`src/rtl/cfgl_pkg.sv`:
```
package cfgl_pkg;

    localparam int BYTE_BITS = 8;
    localparam int BIDX_W    = $clog2(BYTE_BITS);

    typedef enum logic [2:0] {
        ST_IDLE,
        ST_PROG,
        ST_WINIT,
        ST_SHIFT,
        ST_TRAIL,
        ST_WDONE,
        ST_OK,
        ST_ERR
    } cfgl_state_e;

endpackage

```
`src/rtl/cfgl_sync.sv`:
```
module cfgl_sync #(
    parameter int W = 2
) (
    input  logic         clk,
    input  logic         rst_n,
    input  logic [W-1:0] async_in,
    output logic [W-1:0] sync_out
);

    // Two flops per line; each line resets low (target busy / not done).
    for (genvar i = 0; i < W; i++) begin : g_line
        logic meta_q;
        logic stab_q;
        always_ff @(posedge clk or negedge rst_n) begin
            if (!rst_n) begin
                meta_q <= 1'b0;
                stab_q <= 1'b0;
            end else begin
                meta_q <= async_in[i];
                stab_q <= meta_q;
            end
        end
        assign sync_out[i] = stab_q;
    end

endmodule

```
`src/rtl/cfgl_clkgen.sv`:
```
module cfgl_clkgen #(
    parameter int DIV = 2
) (
    input  logic clk,
    input  logic rst_n,
    input  logic run,
    output logic tick
);

    localparam int CW = $clog2(DIV + 1);

    logic [CW-1:0] cnt_d, cnt_q;

    always_comb begin
        tick  = run && (cnt_q == CW'(DIV - 1));
        cnt_d = cnt_q;
        if (!run || tick) begin
            cnt_d = '0;
        end else begin
            cnt_d = cnt_q + CW'(1);
        end
    end

    always_ff @(posedge clk or negedge rst_n) begin
        if (!rst_n) begin
            cnt_q <= '0;
        end else begin
            cnt_q <= cnt_d;
        end
    end

endmodule

```
`src/rtl/cfgl_feeder.sv`:
```
module cfgl_feeder
    import cfgl_pkg::*;
#(
    parameter int LEN_W = 16
) (
    input  logic             clk,
    input  logic             rst_n,
    input  logic             arm,
    input  logic [LEN_W-1:0] length,
    input  logic             step,
    output logic             mem_rd,
    output logic [LEN_W-1:0] mem_addr,
    input  logic [7:0]       mem_rdata,
    output logic             nxt_bit,
    output logic             boundary,
    output logic             last,
    output logic             nvalid
);

    typedef struct packed {
        logic [BYTE_BITS-1:0] shreg;
        logic [BIDX_W-1:0]    bidx;
        logic [BYTE_BITS-1:0] nbyte;
        logic                 nvalid;
        logic                 pend;
        logic [LEN_W-1:0]     faddr;
        logic [LEN_W-1:0]     taken;
        logic [LEN_W-1:0]     len;
    } fd_t;

    localparam logic [BIDX_W-1:0] BIDX_LAST = BIDX_W'(BYTE_BITS - 1);

    fd_t d, q;
    logic rd;

    always_comb begin
        d  = q;
        rd = !arm && !q.nvalid && !q.pend && (q.faddr < q.len);

        // Registered memory returns data one cycle after the strobe.
        if (q.pend) begin
            d.nbyte  = mem_rdata;
            d.nvalid = 1'b1;
            d.pend   = 1'b0;
        end
        if (rd) begin
            d.pend  = 1'b1;
            d.faddr = q.faddr + LEN_W'(1);
        end

        if (step) begin
            if (q.bidx == BIDX_LAST) begin
                d.shreg  = q.nbyte;
                d.nvalid = 1'b0;
                d.taken  = q.taken + LEN_W'(1);
                d.bidx   = '0;
            end else begin
                d.shreg = {q.shreg[BYTE_BITS-2:0], 1'b0};
                d.bidx  = q.bidx + BIDX_W'(1);
            end
        end

        if (arm) begin
            d.len    = length;
            d.faddr  = '0;
            d.taken  = '0;
            d.bidx   = BIDX_LAST;
            d.nvalid = 1'b0;
            d.pend   = 1'b0;
        end
    end

    always_ff @(posedge clk or negedge rst_n) begin
        if (!rst_n) begin
            q <= '0;
        end else begin
            q <= d;
        end
    end

    assign mem_rd   = rd;
    assign mem_addr = q.faddr;
    assign boundary = (q.bidx == BIDX_LAST);
    assign nvalid   = q.nvalid;
    assign last     = boundary && (q.taken == q.len);
    assign nxt_bit  = boundary ? q.nbyte[BYTE_BITS-1] : q.shreg[BYTE_BITS-2];

endmodule

```
`src/rtl/cfg_serial_loader.sv`:
```
module cfg_serial_loader
    import cfgl_pkg::*;
#(
    parameter int LEN_W        = 16,
    parameter int DIV          = 2,
    parameter int PROG_CYCLES  = 16,
    parameter int INIT_TIMEOUT = 4096,
    parameter int DONE_TIMEOUT = 4096,
    parameter int TRAIL_CLKS   = 3
) (
    input  logic             clk,
    input  logic             rst_n,
    input  logic             start,
    input  logic [LEN_W-1:0] length,
    output logic             mem_rd,
    output logic [LEN_W-1:0] mem_addr,
    input  logic [7:0]       mem_rdata,
    output logic             prog_n,
    input  logic             init_n,
    input  logic             done,
    output logic             cclk,
    output logic             cdata,
    output logic             busy,
    output logic             ok,
    output logic             err
);

    localparam int TMAX01 = (PROG_CYCLES > INIT_TIMEOUT) ? PROG_CYCLES : INIT_TIMEOUT;
    localparam int TMAX   = (TMAX01 > DONE_TIMEOUT) ? TMAX01 : DONE_TIMEOUT;
    localparam int TW     = $clog2(TMAX + 1);
    localparam int TRW    = $clog2(TRAIL_CLKS + 1);

    typedef struct packed {
        cfgl_state_e    st;
        logic [TW-1:0]  tmr;
        logic [TRW-1:0] trn;
        logic           cclk;
        logic           cdata;
        logic           prog_n;
    } ctl_t;

    ctl_t d, q;

    logic init_s, done_s;
    logic tick, in_shift, in_trail;
    logic arm, step;
    logic nxt_bit, boundary, last, nvalid;

    cfgl_sync #(.W(2)) u_sync (
        .clk      (clk),
        .rst_n    (rst_n),
        .async_in ({done, init_n}),
        .sync_out ({done_s, init_s})
    );

    assign in_shift = (q.st == ST_SHIFT);
    assign in_trail = (q.st == ST_TRAIL);

    cfgl_clkgen #(.DIV(DIV)) u_clkgen (
        .clk   (clk),
        .rst_n (rst_n),
        .run   (in_shift || in_trail),
        .tick  (tick)
    );

    cfgl_feeder #(.LEN_W(LEN_W)) u_feeder (
        .clk       (clk),
        .rst_n     (rst_n),
        .arm       (arm),
        .length    (length),
        .step      (step),
        .mem_rd    (mem_rd),
        .mem_addr  (mem_addr),
        .mem_rdata (mem_rdata),
        .nxt_bit   (nxt_bit),
        .boundary  (boundary),
        .last      (last),
        .nvalid    (nvalid)
    );

    always_comb begin
        d    = q;
        arm  = 1'b0;
        step = 1'b0;
        unique case (q.st)
            ST_IDLE, ST_OK, ST_ERR: begin
                if (start) begin
                    d.st     = ST_PROG;
                    d.tmr    = '0;
                    d.prog_n = 1'b0;
                    d.cclk   = 1'b0;
                    d.cdata  = 1'b1;
                    arm      = 1'b1;
                end
            end
            ST_PROG: begin
                if (q.tmr == TW'(PROG_CYCLES - 1)) begin
                    d.prog_n = 1'b1;
                    d.st     = ST_WINIT;
                    d.tmr    = '0;
                end else begin
                    d.tmr = q.tmr + TW'(1);
                end
            end
            ST_WINIT: begin
                if (init_s && last) begin
                    d.st    = ST_TRAIL;
                    d.trn   = '0;
                    d.cdata = 1'b1;
                end else if (init_s && nvalid) begin
                    step    = 1'b1;
                    d.cdata = nxt_bit;
                    d.st    = ST_SHIFT;
                end else if (q.tmr == TW'(INIT_TIMEOUT - 1)) begin
                    d.st = ST_ERR;
                end else begin
                    d.tmr = q.tmr + TW'(1);
                end
            end
            ST_SHIFT: begin
                if (tick) begin
                    if (!q.cclk) begin
                        d.cclk = 1'b1;
                    end else begin
                        d.cclk = 1'b0;
                        if (last) begin
                            d.st    = ST_TRAIL;
                            d.trn   = '0;
                            d.cdata = 1'b1;
                        end else begin
                            step    = 1'b1;
                            d.cdata = nxt_bit;
                        end
                    end
                end
            end
            ST_TRAIL: begin
                if (tick) begin
                    if (!q.cclk) begin
                        d.cclk = 1'b1;
                        d.trn  = q.trn + TRW'(1);
                    end else begin
                        d.cclk = 1'b0;
                        if (q.trn == TRW'(TRAIL_CLKS)) begin
                            d.st  = ST_WDONE;
                            d.tmr = '0;
                        end
                    end
                end
            end
            ST_WDONE: begin
                if (done_s) begin
                    d.st = ST_OK;
                end else if (q.tmr == TW'(DONE_TIMEOUT - 1)) begin
                    d.st = ST_ERR;
                end else begin
                    d.tmr = q.tmr + TW'(1);
                end
            end
            default: d.st = ST_IDLE;
        endcase
    end

    always_ff @(posedge clk or negedge rst_n) begin
        if (!rst_n) begin
            q.st     <= ST_IDLE;
            q.tmr    <= '0;
            q.trn    <= '0;
            q.cclk   <= 1'b0;
            q.cdata  <= 1'b1;
            q.prog_n <= 1'b1;
        end else begin
            q <= d;
        end
    end

    assign prog_n = q.prog_n;
    assign cclk   = q.cclk;
    assign cdata  = q.cdata;
    assign busy   = !(q.st == ST_IDLE || q.st == ST_OK || q.st == ST_ERR);
    assign ok     = (q.st == ST_OK);
    assign err    = (q.st == ST_ERR);

endmodule

```
`config.mk`:
```
export PLATFORM = sky130hd
export DESIGN_NAME = cfg_serial_loader
export DESIGN_NICKNAME = d
export VERILOG_FILES = /design/src/rtl/cfgl_pkg.sv /design/src/rtl/cfgl_sync.sv /design/src/rtl/cfgl_clkgen.sv /design/src/rtl/cfgl_feeder.sv /design/src/rtl/cfg_serial_loader.sv
export SDC_FILE = /design/constraint.sdc
export NUM_CORES = 1
export LEC_CHECK = 0
export BUFFER_PORTS_ARGS = -buffer_cell sky130_fd_sc_hd__buf_4
export CELL_PAD_IN_SITES_DETAIL_PLACEMENT = 0
export CELL_PAD_IN_SITES_GLOBAL_PLACEMENT = 1
export CORE_ASPECT_RATIO = 1.2
export CORE_MARGIN = 1.5
export CORE_UTILIZATION = 45
export CTS_CLUSTER_SIZE = 20
export DETAILED_ROUTE_END_ITERATION = 7
export PLACE_DENSITY_LB_ADDON = 0.12
export SYNTH_ARGS = -nofsm -noshare
export SYNTH_HDL_FRONTEND = slang
export SYNTH_HIERARCHICAL = 1
export SYNTH_SLANG_ARGS = --single-unit
```
`constraint.sdc`:
```
create_clock -name clk -period 8.5 [get_ports clk]
set_input_delay 1.275 -clock clk [delete_from_list [all_inputs] [get_ports clk]]
set_output_delay 1.275 -clock clk [all_outputs]
set_load 0.01 [all_outputs]
```
---- Word-level counts from Yosys, hierarchy flattened ----
Index checks and enable logic that the tools add are counted.
word-level totals
  register bits ........................... 95
  bits in latches ......................... 0
  bits in writable memories ............... 0
  ROM bits ................................ 0
  input bits .............................. 29
  output and inout port bits .............. 23
  word-level logic and storage cells ...... 141
  memories kept ........................... 0
operators by class
  $add $sub $neg .......................... 6
  multiply operators ...................... 0
  div/mod/pow operators ................... 0
  $lt $le $gt $ge ......................... 1
  eq/ne operators ......................... 27
  shifts and indexed selects .............. 0
  multiplexer cells ....................... 55
  bitwise gates (word level) .............. 0
  reduce and logical (&&, ||, !) cells .... 33
operator list
  kind                                              number
  two-way mux 16 bit                                5
  two-way mux 13 bit                                5
  case mux 13 bit (5 select lines)                  1
  two-way mux 50 bit                                1
  two-way mux 3 bit                                 11
  adder 16 x 1 -> 16 bit (second input constant)    2
  != test 2 bit (second input constant)             11
  two-way mux 19 bit                                1
  case mux 3 bit (6 select lines)                   1
  two-way mux 17 bit                                1
  == test 16 bit                                    1
  less-than comparator 16 bit                       1
  two-way mux 1 bit                                 16
  AND reduction 8 bit                               2
  == test 3 bit (second input constant)             5
  adder 13 x 1 -> 13 bit (second input constant)    1
  == test 13 x 12 -> 1 bit (second input constant)  1
  == test 13 x 4 -> 1 bit (second input constant)   1
  two-way mux 2 bit                                 6
  two-way mux 10 bit                                1
  nonzero test 3 bit                                3
  nonzero test 2 bit                                4
  logical AND 1 bit                                 7
  AND reduction 7 bit                               1
  other kinds (21)                                  33

---- Longest topological paths before layout ----
  word-level depth ........................ 9
  gate-level depth with buffers ........... 13
  gate-level depth less buffers ........... 11

---- Cells and area by module ----
The synthesis kept the hierarchy.
modules (own cells, without submodules)
  module             instances  cells an instance  area each (um^2)  seq. area each (um^2)
  cfgl_feeder        1          375                3678.5            1701.6
  cfg_serial_loader  1          187                1586.5            528.0
  cfgl_sync          1          6                  115.1             100.1
  cfgl_clkgen        1          7                  97.6              50.0

---- Worst setup path before layout ----
No wires, ideal clock.
  path type ............................... input-to-output
  start ................................... input port start
  end ..................................... output port mem_rd
  data arrival time ....................... 2.512 ns
  required time ........................... 7.225 ns
  slack ................................... 4.713 ns
  stages on the path ...................... 8
  buffers on the path ..................... 3
  cells stage by stage .................... clkbuf_1 > and2b_1 > buf_2 > nor2_1 > nand2_1 > a2111o_1 > inv_2 > buf_2
on the way
  longest elaborated chain between the ends .. 6
ends and longest elaborated chain
  item                            line                     RTL
  from (decl)                     cfg_serial_loader.sv:13  input logic start,
  two-way mux 1 bit               cfg_serial_loader.sv:87  if (start) begin
  two-way mux 1 bit               cfg_serial_loader.sv:85  unique case (q.st)
  net arm                         cfg_serial_loader.sv:46  logic arm, step;
  logical NOT 1 bit               cfgl_feeder.sv:38        rd = !arm && !q.nvalid && !q.pend && (q.faddr < q.len);
  logical AND 1 bit (3 in a row)  cfgl_feeder.sv:38
  to (decl)                       cfg_serial_loader.sv:15  output logic mem_rd,
The timed path passes the listed nets, and every way through them passes these cells.

==> out/metrics.cfg <==
[status]
status=complete, no violations

[final_layout]
drive_gt1_share_pct=17.1
regArea_um2=2380
fin_cells=760
postLayoutCoreUtil_pct=52.8
antennaDiodeCount=0
nets=650
syn2layout_area_growth_pct=13.0
multiInputGateArea_um2=2770
fillers=1114

[detailed_routing]
wl_um=11800
avgViaCountPerCell=5.46
vias=4146
drtIter0Drc=228
wl_met2_um=5850
wire_per_inst_um=15.5
drt-met1-wl_um=5580
firstDrtPassIters=4
ant_nets=0
highest_layer=met4
drc_errors=0
wl_met3_um=252

[power_and_ir_drop]
power.leakage_nw=2.87
switching_share_pct=37.9
intPower_mw=1.19
share_seq_of_total_power_pct=37.3
powerDensity_nw_per_um2=311
clkPwrFrac_pct=24.1
comb_power_share_pct=38.5
switching_power_mw=0.729
peakVddDrop_mv=0.159
p_total_mw=1.92

[floorplanning]
dieArea_um2=12800
core_area_um2=11700
start_util_pct=46.7
die_w_um=104
io_pins=52
die_height_um=124
num_rows=43

[critical_path]
cp-end-kind=primary output
cp_max_fo=53
r2r_slack_ns=4.78
critPathKind=register to primary output
arrival_ns=3.29
crit_path_start_kind=register
cp_data_required_time_ns=7.22

[job]
cap_violations=0

[sta]
hold_viol=0
maxSlewHeadroom_pct=37.1
setup_tns_ns=0
finalMaxSlewViolations=0
worst_pin_slew_ns=0.934
max_freq_mhz=219
period_share_pct=53.7
min_period_ns=4.57
setup_violations=0
rsz0062_at_grt=false
skew_ns=0.00630

[synth]
synthFlopType=dfrtp_1
ys_async_sr_fraction_pct=100
synth_nets=626
synth_commonest_cells=dfrtp_1, nand2_1, nor2_1
yosysSeqAreaShare_pct=43.4
synth_top_area_share_pct=42.5
yosysMostFrequentCell=dfrtp_1
ys_warn_count=6
synth_edf_count=0
ys_seq_elements=95
synth.area.top_cells=dfrtp_1, ha_1, nand2_1
syn_area_um2=5480
synth_area_leader_cell=dfrtp_1
syn_area_per_cell_um2=9.53
ys_types=69
synthCells=575

[placement]
dp_hpwl_um=8400
dp_cells=745
place_congestion=0.825
place.port_buffers=51

[clock_network]
htreeDepth=3
insertion_delay_ns=0.33
clk_pin_slew_ns=0.06
ctsResizeCount=0
postCtsSetupBuffers=0
holdBufCountCts=0
cts_tree=built
numCtsBuffers=9
ctsLongestPathBuffers=2
cts_sinks=95
root_buffer=clkbuf_16

[worst_hold_path]
min_path_type=register to register

[grt]
grtUsageTotal_pct=19.8
grt_pass1_wl_um=20400
grt_remaining_overflow=0
grt_max_degree=64
grt_pass1_vias=4173
antenna_found_initial=0

-- power groups by stage --
stage / Sequential (mW) / Clock [mW] / Combinational, mW
after floorplan: 0.664 / 0 / 0.618
after global placement: 0.719 / 0 / 0.729
after detailed placement: 0.727 / 0 / 0.748
after CTS: 0.718 / 0.477 / 0.750
after global routing: 0.741 / 0.493 / 0.846
final: 0.718 / 0.464 / 0.741
-- worst max-delay path, cell delays in order, from the launching register on --
cell and delay [ns]:
dfrtp_1 0.74, nor3_1 0.13, a21oi_1 0.30, and2b_1 0.23, buf_4 0.28, nor2_1 0.15, nand2_1 0.07, a2111o_1 0.48
inv_2 0.37, buf_4 0.19
-- sequential cells by signal, summed over array words and instances, names as in the netlist --
register / flops
u_feeder/mem_addr: 16
u_sync/g_line.meta_q: 2
cclk: 1
u_feeder/q: 51
prog_n: 1
cdata: 1
u_sync/g_line.stab_q: 2
u_clkgen/cnt_q: 2
q: 18
u_feeder/nvalid: 1
-- cell type report --
class                      instances  area share (%)
sequential                        95            38.5
tap                              157            3.17
inverter                          25            1.52
clock inverter                     3            1.46
clock buffer                      12            4.15
multi-input combinational        414            44.7
timing repair buffer              54            6.55
-- cell families after synthesis --
| group | synth area share, % |
|---|---|
| multiplexers | 5.30 |
| flip-flops | 43.4 |
| adder cells (fa/ha/maj) | 5.03 |
| AO/OA/AOI/OAI | 14.3 |
| AND/OR/NAND/NOR | 20.7 |
| XOR/XNOR | 5.12 |
| buffers and inverters | 6.17 |
-- through the flow --
| step | area (µm²) | hold WS, ns | worst slack (ns) |
|---|---|---|---|
| after detailed placement | 5840 | 0.344 | 4.10 |
| after floorplan | 5480 | 0.331 | 4.71 |
| after CTS | 6190 | 0.367 | 3.94 |
| final | 6190 | 0.363 | 3.93 |
| after global placement | 5840 | 0.344 | 4.13 |
| after global routing | 6190 | 0.366 | 3.67 |
-- cells in the final DEF (no fill, tap or decap), types with 9 or more instances in the layout --
master / synthesis / routed
mux2_2: 15 / 15
nor2_1: 46 / 46
nand2_1: 58 / 58
inv_1: 24 / 24
clkbuf_16: 0 / 9
buf_4: 20 / 54
mux2i_1: 11 / 11
and3_1: 14 / 14
xnor2_1: 17 / 17
nand4_1: 16 / 16
a21oi_1: 23 / 23
xor2_1: 15 / 15
dfrtp_1: 93 / 93
nand3_1: 24 / 24
ha_1: 22 / 22
nor3_1: 16 / 15
o21ai_0: 31 / 31
-- routing by layer --
metal | vias up | track usage (%)
li1 | 2074 | -
met1 | 2014 | 25.0
met2 | 50 | 35.4
met3 | 8 | 2.51
met4 | 0 | 7.03
met5 | - | 0
-- path summary, 6_finish.rpt --
| path | startpoint | to | cells after the start |
|---|---|---|---|
| hold / removal | u_sync/g_line[0].meta_q | u_sync/g_line[0].stab_q | 0 |
| setup reg to reg | q[18] | u_feeder/q[31] | 12 |
| setup / recovery | q[18] | mem_rd | 9 |
| min in group asynchronous | rst_n | u_clkgen/cnt_q[0] | 1 |
| hold reg to reg | u_sync/g_line[0].meta_q | u_sync/g_line[0].stab_q | 0 |
| max in group asynchronous | rst_n | u_feeder/mem_addr[8] | 2 |
Note: power is estimated with default switching activity, not from simulation.
